[src/rtl/pwr_tune_seq_pkg.sv]
package pwr_tune_seq_pkg;

    typedef enum logic [1:0] {
        SEQ_OFF    = 2'd0,
        SEQ_TUNE   = 2'd1,
        SEQ_SETTLE = 2'd2,
        SEQ_READY  = 2'd3
    } seq_state_e;

    typedef struct packed {
        logic if_on;
        logic rf_on;
    } sect_en_t;

    typedef struct packed {
        logic tuning;
        logic ready;
    } chan_stat_t;

    localparam int NUM_CHAN  = 2;
    localparam int CH_IF     = 0;
    localparam int CH_RF     = 1;
    localparam logic [1:0] AUX_LOCK_CODE = 2'b11;

    function automatic sect_en_t decide_power(
        input logic run_pin,
        input logic force_on,
        input logic if_bit,
        input logic rf_bit
    );
        sect_en_t r;
        r.if_on = run_pin & (force_on | if_bit);
        r.rf_on = run_pin & (force_on | rf_bit);
        return r;
    endfunction

endpackage

[src/rtl/pts_power_gate.sv]
module pts_power_gate
    import pwr_tune_seq_pkg::*;
(
    input  logic     run_pin,
    input  logic     force_on,
    input  logic     if_bit,
    input  logic     rf_bit,
    output sect_en_t sect_en,
    output logic     ref_on
);
    always_comb begin
        sect_en = decide_power(run_pin, force_on, if_bit, rf_bit);
        ref_on  = sect_en.if_on | sect_en.rf_on;
    end
endmodule

[src/rtl/pts_chan_seq.sv]
module pts_chan_seq
    import pwr_tune_seq_pkg::*;
#(
    parameter int TUNE_HALVES  = 13,
    parameter int TOTAL_HALVES = 56
) (
    input  logic       clk,
    input  logic       rst,
    input  logic       en,
    input  logic       retune,
    input  logic       half_tick,
    output chan_stat_t stat
);
    localparam int CW = $clog2(TOTAL_HALVES + 1);
    localparam logic [CW-1:0] TUNE_LAST  = CW'(TUNE_HALVES - 1);
    localparam logic [CW-1:0] TOTAL_LAST = CW'(TOTAL_HALVES - 1);

    seq_state_e    st;
    logic [CW-1:0] cnt;
    logic          en_q;
    logic          start;
    logic          counting;

    assign start    = en & (~en_q | retune);
    assign counting = (st == SEQ_TUNE) || (st == SEQ_SETTLE);

    always_ff @(posedge clk) begin
        if (rst) begin
            st   <= SEQ_OFF;
            cnt  <= '0;
            en_q <= 1'b0;
        end else begin
            en_q <= en;
            if (!en) begin
                st  <= SEQ_OFF;
                cnt <= '0;
            end else if (start) begin
                st  <= SEQ_TUNE;
                cnt <= '0;
            end else if (half_tick && counting) begin
                cnt <= cnt + 1'b1;
                if (st == SEQ_TUNE && cnt == TUNE_LAST) begin
                    st <= SEQ_SETTLE;
                end else if (st == SEQ_SETTLE && cnt == TOTAL_LAST) begin
                    st <= SEQ_READY;
                end
            end
        end
    end

    always_comb begin
        stat.tuning = (st == SEQ_TUNE);
        stat.ready  = (st == SEQ_READY);
    end
endmodule

[src/rtl/pts_rf_route.sv]
module pts_rf_route (
    input  logic clk,
    input  logic rst,
    input  logic wr_a,
    input  logic wr_b,
    output logic sel
);
    always_ff @(posedge clk) begin
        if (rst) begin
            sel <= 1'b0;
        end else if (wr_b) begin
            sel <= 1'b1;
        end else if (wr_a) begin
            sel <= 1'b0;
        end
    end
endmodule

[src/rtl/pts_aux_mux.sv]
module pts_aux_mux
    import pwr_tune_seq_pkg::*;
(
    input  logic [1:0] code,
    input  logic       not_locked,
    output logic       pin
);
    always_comb begin
        case (code)
            AUX_LOCK_CODE: pin = not_locked;
            default:       pin = 1'b0;
        endcase
    end
endmodule

[src/rtl/pwr_tune_seq.sv]
module pwr_tune_seq
    import pwr_tune_seq_pkg::*;
#(
    parameter int TUNE_HALVES  = 13,
    parameter int TOTAL_HALVES = 56
) (
    input  logic       clk,
    input  logic       rst,
    input  logic       hw_run,
    input  logic       auto_on,
    input  logic       if_pwr_bit,
    input  logic       rf_pwr_bit,
    input  logic [1:0] aux_sel,
    input  logic       n_wr_if,
    input  logic       n_wr_rf_a,
    input  logic       n_wr_rf_b,
    input  logic       half_tick,
    input  logic       near_lim_if,
    input  logic       near_lim_rf,
    output logic       if_en,
    output logic       rf_en,
    output logic       ref_en,
    output logic       tune_active,
    output logic       ready_if,
    output logic       ready_rf,
    output logic       rf_sel,
    output logic       aux_out
);
    sect_en_t             sect;
    logic [NUM_CHAN-1:0]  ch_en;
    logic [NUM_CHAN-1:0]  ch_wr;
    logic [NUM_CHAN-1:0]  ch_near;
    chan_stat_t           ch_stat [NUM_CHAN];
    logic [NUM_CHAN-1:0]  ch_tune;
    logic                 not_locked;

    pts_power_gate u_gate (
        .run_pin  (hw_run),
        .force_on (auto_on),
        .if_bit   (if_pwr_bit),
        .rf_bit   (rf_pwr_bit),
        .sect_en  (sect),
        .ref_on   (ref_en)
    );

    assign ch_en[CH_IF]   = sect.if_on;
    assign ch_en[CH_RF]   = sect.rf_on;
    assign ch_wr[CH_IF]   = n_wr_if;
    assign ch_wr[CH_RF]   = n_wr_rf_a | n_wr_rf_b;
    assign ch_near[CH_IF] = near_lim_if;
    assign ch_near[CH_RF] = near_lim_rf;

    for (genvar c = 0; c < NUM_CHAN; c++) begin : g_chan
        pts_chan_seq #(
            .TUNE_HALVES  (TUNE_HALVES),
            .TOTAL_HALVES (TOTAL_HALVES)
        ) u_seq (
            .clk       (clk),
            .rst       (rst),
            .en        (ch_en[c]),
            .retune    (ch_wr[c]),
            .half_tick (half_tick),
            .stat      (ch_stat[c])
        );
        assign ch_tune[c] = ch_stat[c].tuning;
    end

    pts_rf_route u_route (
        .clk  (clk),
        .rst  (rst),
        .wr_a (n_wr_rf_a),
        .wr_b (n_wr_rf_b),
        .sel  (rf_sel)
    );

    assign not_locked = (|ch_tune) | (|(ch_near & ch_en));

    pts_aux_mux u_aux (
        .code       (aux_sel),
        .not_locked (not_locked),
        .pin        (aux_out)
    );

    assign if_en       = sect.if_on;
    assign rf_en       = sect.rf_on;
    assign tune_active = |ch_tune;
    assign ready_if    = ch_stat[CH_IF].ready;
    assign ready_rf    = ch_stat[CH_RF].ready;
endmodule

[config.mk]
export PLATFORM = sky130hd
export DESIGN_NAME = pwr_tune_seq
export DESIGN_NICKNAME = d
export VERILOG_FILES = /design/src/rtl/pwr_tune_seq_pkg.sv /design/src/rtl/pts_power_gate.sv /design/src/rtl/pts_chan_seq.sv /design/src/rtl/pts_rf_route.sv /design/src/rtl/pts_aux_mux.sv /design/src/rtl/pwr_tune_seq.sv
export SDC_FILE = /design/constraint.sdc
export NUM_CORES = 1
export LEC_CHECK = 0
export BUFFER_PORTS_ARGS = -buffer_cell sky130_fd_sc_hd__buf_2
export CORE_MARGIN = 3
export CORE_UTILIZATION = 40
export CTS_CLUSTER_DIAMETER = 100
export DETAILED_ROUTE_END_ITERATION = 8
export MAX_ROUTING_LAYER = met4
export SKIP_CTS_REPAIR_TIMING = 1
export SLEW_MARGIN = 10
export SYNTH_ARGS = -nofsm -noshare
export SYNTH_HDL_FRONTEND = slang
export SYNTH_SLANG_ARGS = --single-unit
[constraint.sdc]
create_clock -name clk -period 4.3 [get_ports clk]
set_input_delay 0.43 -clock clk [delete_from_list [all_inputs] [get_ports clk]]
set_output_delay 0.43 -clock clk [all_outputs]
set_load 0.05 [all_outputs]
==> results.json <==
{
  "outcome": "complete, no violations",
  "row_count": 17,
  "post-route-period-util": 0.504,
  "grt_max_degree": 11,
  "grt_overflow": 0,
  "ys_types": 29,
  "clk_latency_ps": 280,
  "maxCapViolations": 0,
  "slew_headroom": 0.584,
  "cts.htree.levels": 1,
  "dpl-instance-area_um2": 1180,
  "setup_tns_ps": 0,
  "grt_setup_unrepaired": "no",
  "worst-r2r-setup-slack_ps": 2550,
  "tritoncts": "built",
  "ios": 22,
  "skew_ps": 1.09,
  "synthFlopType": "dfxtp_1",
  "final_util": 0.516,
  "path_cells": "inv_1, ha_1, or2_2, a221oi_1, nor2_1, buf_2",
  "worst-path-stages": 6,
  "critical_path_buf_inv_count": 2,
  "grt_pass1_vias": 836,
  "cp-start-kind": "flip-flop",
  "clockRootBuffer": "clkbuf_4",
  "crit_required_ps": 3870,
  "cts_sinks": 19,
  "worstHoldPathType": "input pin to flip-flop",
  "worstMarginPinSlew_ps": 624,
  "yosysMostFrequentCell": "dfxtp_1",
  "syn_nets": 145,
  "wire_per_inst_um": 11.6,
  "nFillCells": 235,
  "endpoint": "aux_out",
  "p_int_w": 0.000230,
  "crit_start": "g_chan[1].u_seq.st[1]",
  "synth_cells": 121,
  "swShare": 0.261,
  "nets": 171,
  "fin_area_um2": 1210,
  "timing.rr.start": "g_chan[1].u_seq.st[0]",
  "seqPwrFrac": 0.580,
  "ys_warn_count": 0,
  "irDropWorstVdd_mv": 0.137,
  "highest_layer": "met4",
  "ant_nets": 0,
  "io_buffers": 21,
  "gp_congestion": 0.736,
  "clockPowerShare": 0.281,
  "start_util": 0.445,
  "cts_buffers": 3,
  "drt-met1-wl_um": 1010,
  "slowest_stage": "dfxtp_1",
  "worst_setup_path_end_kind": "primary output",
  "setup_viol": 0,
  "cpPeakStageDelay_ps": 380,
  "synth_seq_cells": 19,
  "period_needed_ps": 2170,
  "drc_errors": 0,
  "slew_violations": 0,
  "wl_met3_um": 128,
  "combPwrFrac": 0.139,
  "p_per_area_nw_per_um2": 258,
  "fmax_mhz": 462,
  "clockBufferDepth": 2,
  "netlist_area_um2": 1040,
  "reg2reg_depth": 5,
  "gr-usage-all-layers": 0.132,
  "path_max_fanout": 3,
  "layout-drive-gt1-share": 0.192,
  "clk_pin_slew_worst_paths_ps": 110,
  "seq_area_frac_synth": 0.365,
  "hpwlAfterDp_um": 1650,
  "synth_top_area_cell": "dfxtp_1",
  "dr.pass1.iters": 4,
  "p_leak_nw": 0.458,
  "cp.arrival_ps": 1740,
  "antenna_cells": 0,
  "avgSynthCellArea_um2": 8.60,
  "r2r_end": "g_chan[1].u_seq.st[0]",
  "routed_wirelength_um": 2020,
  "area_growth_pct": 16.0,
  "net-switching-power_w": 0.0000811,
  "vias": 908,
  "synth_edf_count": 0,
  "worstSetupPathType": "flip-flop to primary output",
  "synth_common_cells": "dfxtp_1, inv_1, ha_1, a21oi_1, nor2_1",
  "wl_met2_um": 865,
  "die_x_um": 57.0,
  "hold_viol": 0,
  "fp.dieH_um": 57.0,
  "async_flop_share": 0,
  "grt_first_pass_wirelength_um": 3450,
  "crit_family": "flip-flops",
  "hp-start": "rst",
  "synthTopCellsByArea": "dfxtp_1, ha_1, inv_1, a21oi_1, or3_1",
  "core_area_um2": 2340,
  "yosysTopAreaCellShare": 0.365,
  "vias_per_cell": 5.22,
  "antenna_found_initial": 0,
  "die_area_um2": 3250,
  "first_iter_violations": 24
}
==> stage by stage <==
step                power [W]  cells  hold WS, ps  setup WS (ps)
floorplan            0.000213    121          467           2140
global placement     0.000227    170          467           2500
detailed placement   0.000228    170          470           2450
CTS                  0.000315    174          296           2110
global route         0.000326    174          297           1970
finish               0.000311    174          301           2130
==> power groups by stage <==
stage	sequential, W	clock, W	combinational [W]
global route	0.000181	0.0000977	0.0000470
finish	0.000180	0.0000874	0.0000432
CTS	0.000180	0.0000907	0.0000435
detailed placement	0.000184	0	0.0000434
global placement	0.000184	0	0.0000428
floorplan	0.000186	0	0.0000268
==> worst min-delay path by stage <==
| stage | to | slack, ps | depth (start not counted) |
|---|---|---|---|
| floorplan | g_chan[1].u_seq.cnt[5] | 470 | 2 |
| global placement | u_route.sel | 470 | 2 |
| detailed placement | u_route.sel | 470 | 2 |
| CTS | u_route.sel | 300 | 2 |
| global route | u_route.sel | 300 | 2 |
| finish | u_route.sel | 300 | 2 |
==> registers in the layout, summed over array words and instances (netlist names) <==
name / flops
u_route.sel: 1
g_chan.u_seq.st: 4
g_chan.u_seq.cnt: 12
g_chan.u_seq.en_q: 2
==> metal layers <==
layer  vias up  GRT usage
met1       411      0.177
met2        20      0.209
li1        475          -
met3         2     0.0226
met5         -          -
met4         0     0.0298
==> area by class of cell <==
class	instances	area, µm²	area share
well taps	28	35.0	0.0290
inverters	13	48.8	0.0404
repair buffers	21	105	0.0870
flip-flops and latches	19	380	0.315
multi-input cells	89	612	0.507
clock buffers	4	26.3	0.0218
==> cell families (layout without fill, tap and decap cells) <==
logic type      after synthesis  in the layout  synth area share
mux                           2              2            0.0192
fa+ha+maj                    10             10             0.120
xor+xnor                      4              4            0.0337
buf+inv                      13             38            0.0469
compound gates               25             25             0.144
simple gates                 48             48             0.270
flops                        19             19             0.365
==> placed cells by master (no fill, tap or decap), types with 2 or more instances in the layout <==
cell type and count:
a31oi_1 2, ha_1 10, or3_1 6, nand2_1 7
nor2_1 9, or2_2 3, nor2b_1 5, a211oi_1 2
nand3b_1 4, or4_1 2, xnor2_1 3, nand4b_1 3
o21ai_0 6, clkbuf_4 3, nor4_1 2, dfxtp_1 19
inv_1 13, a21oi_1 9, nand3_1 2, mux2i_1 2
o21a_1 3, buf_2 21
Power figures use the tool's default switching activity.
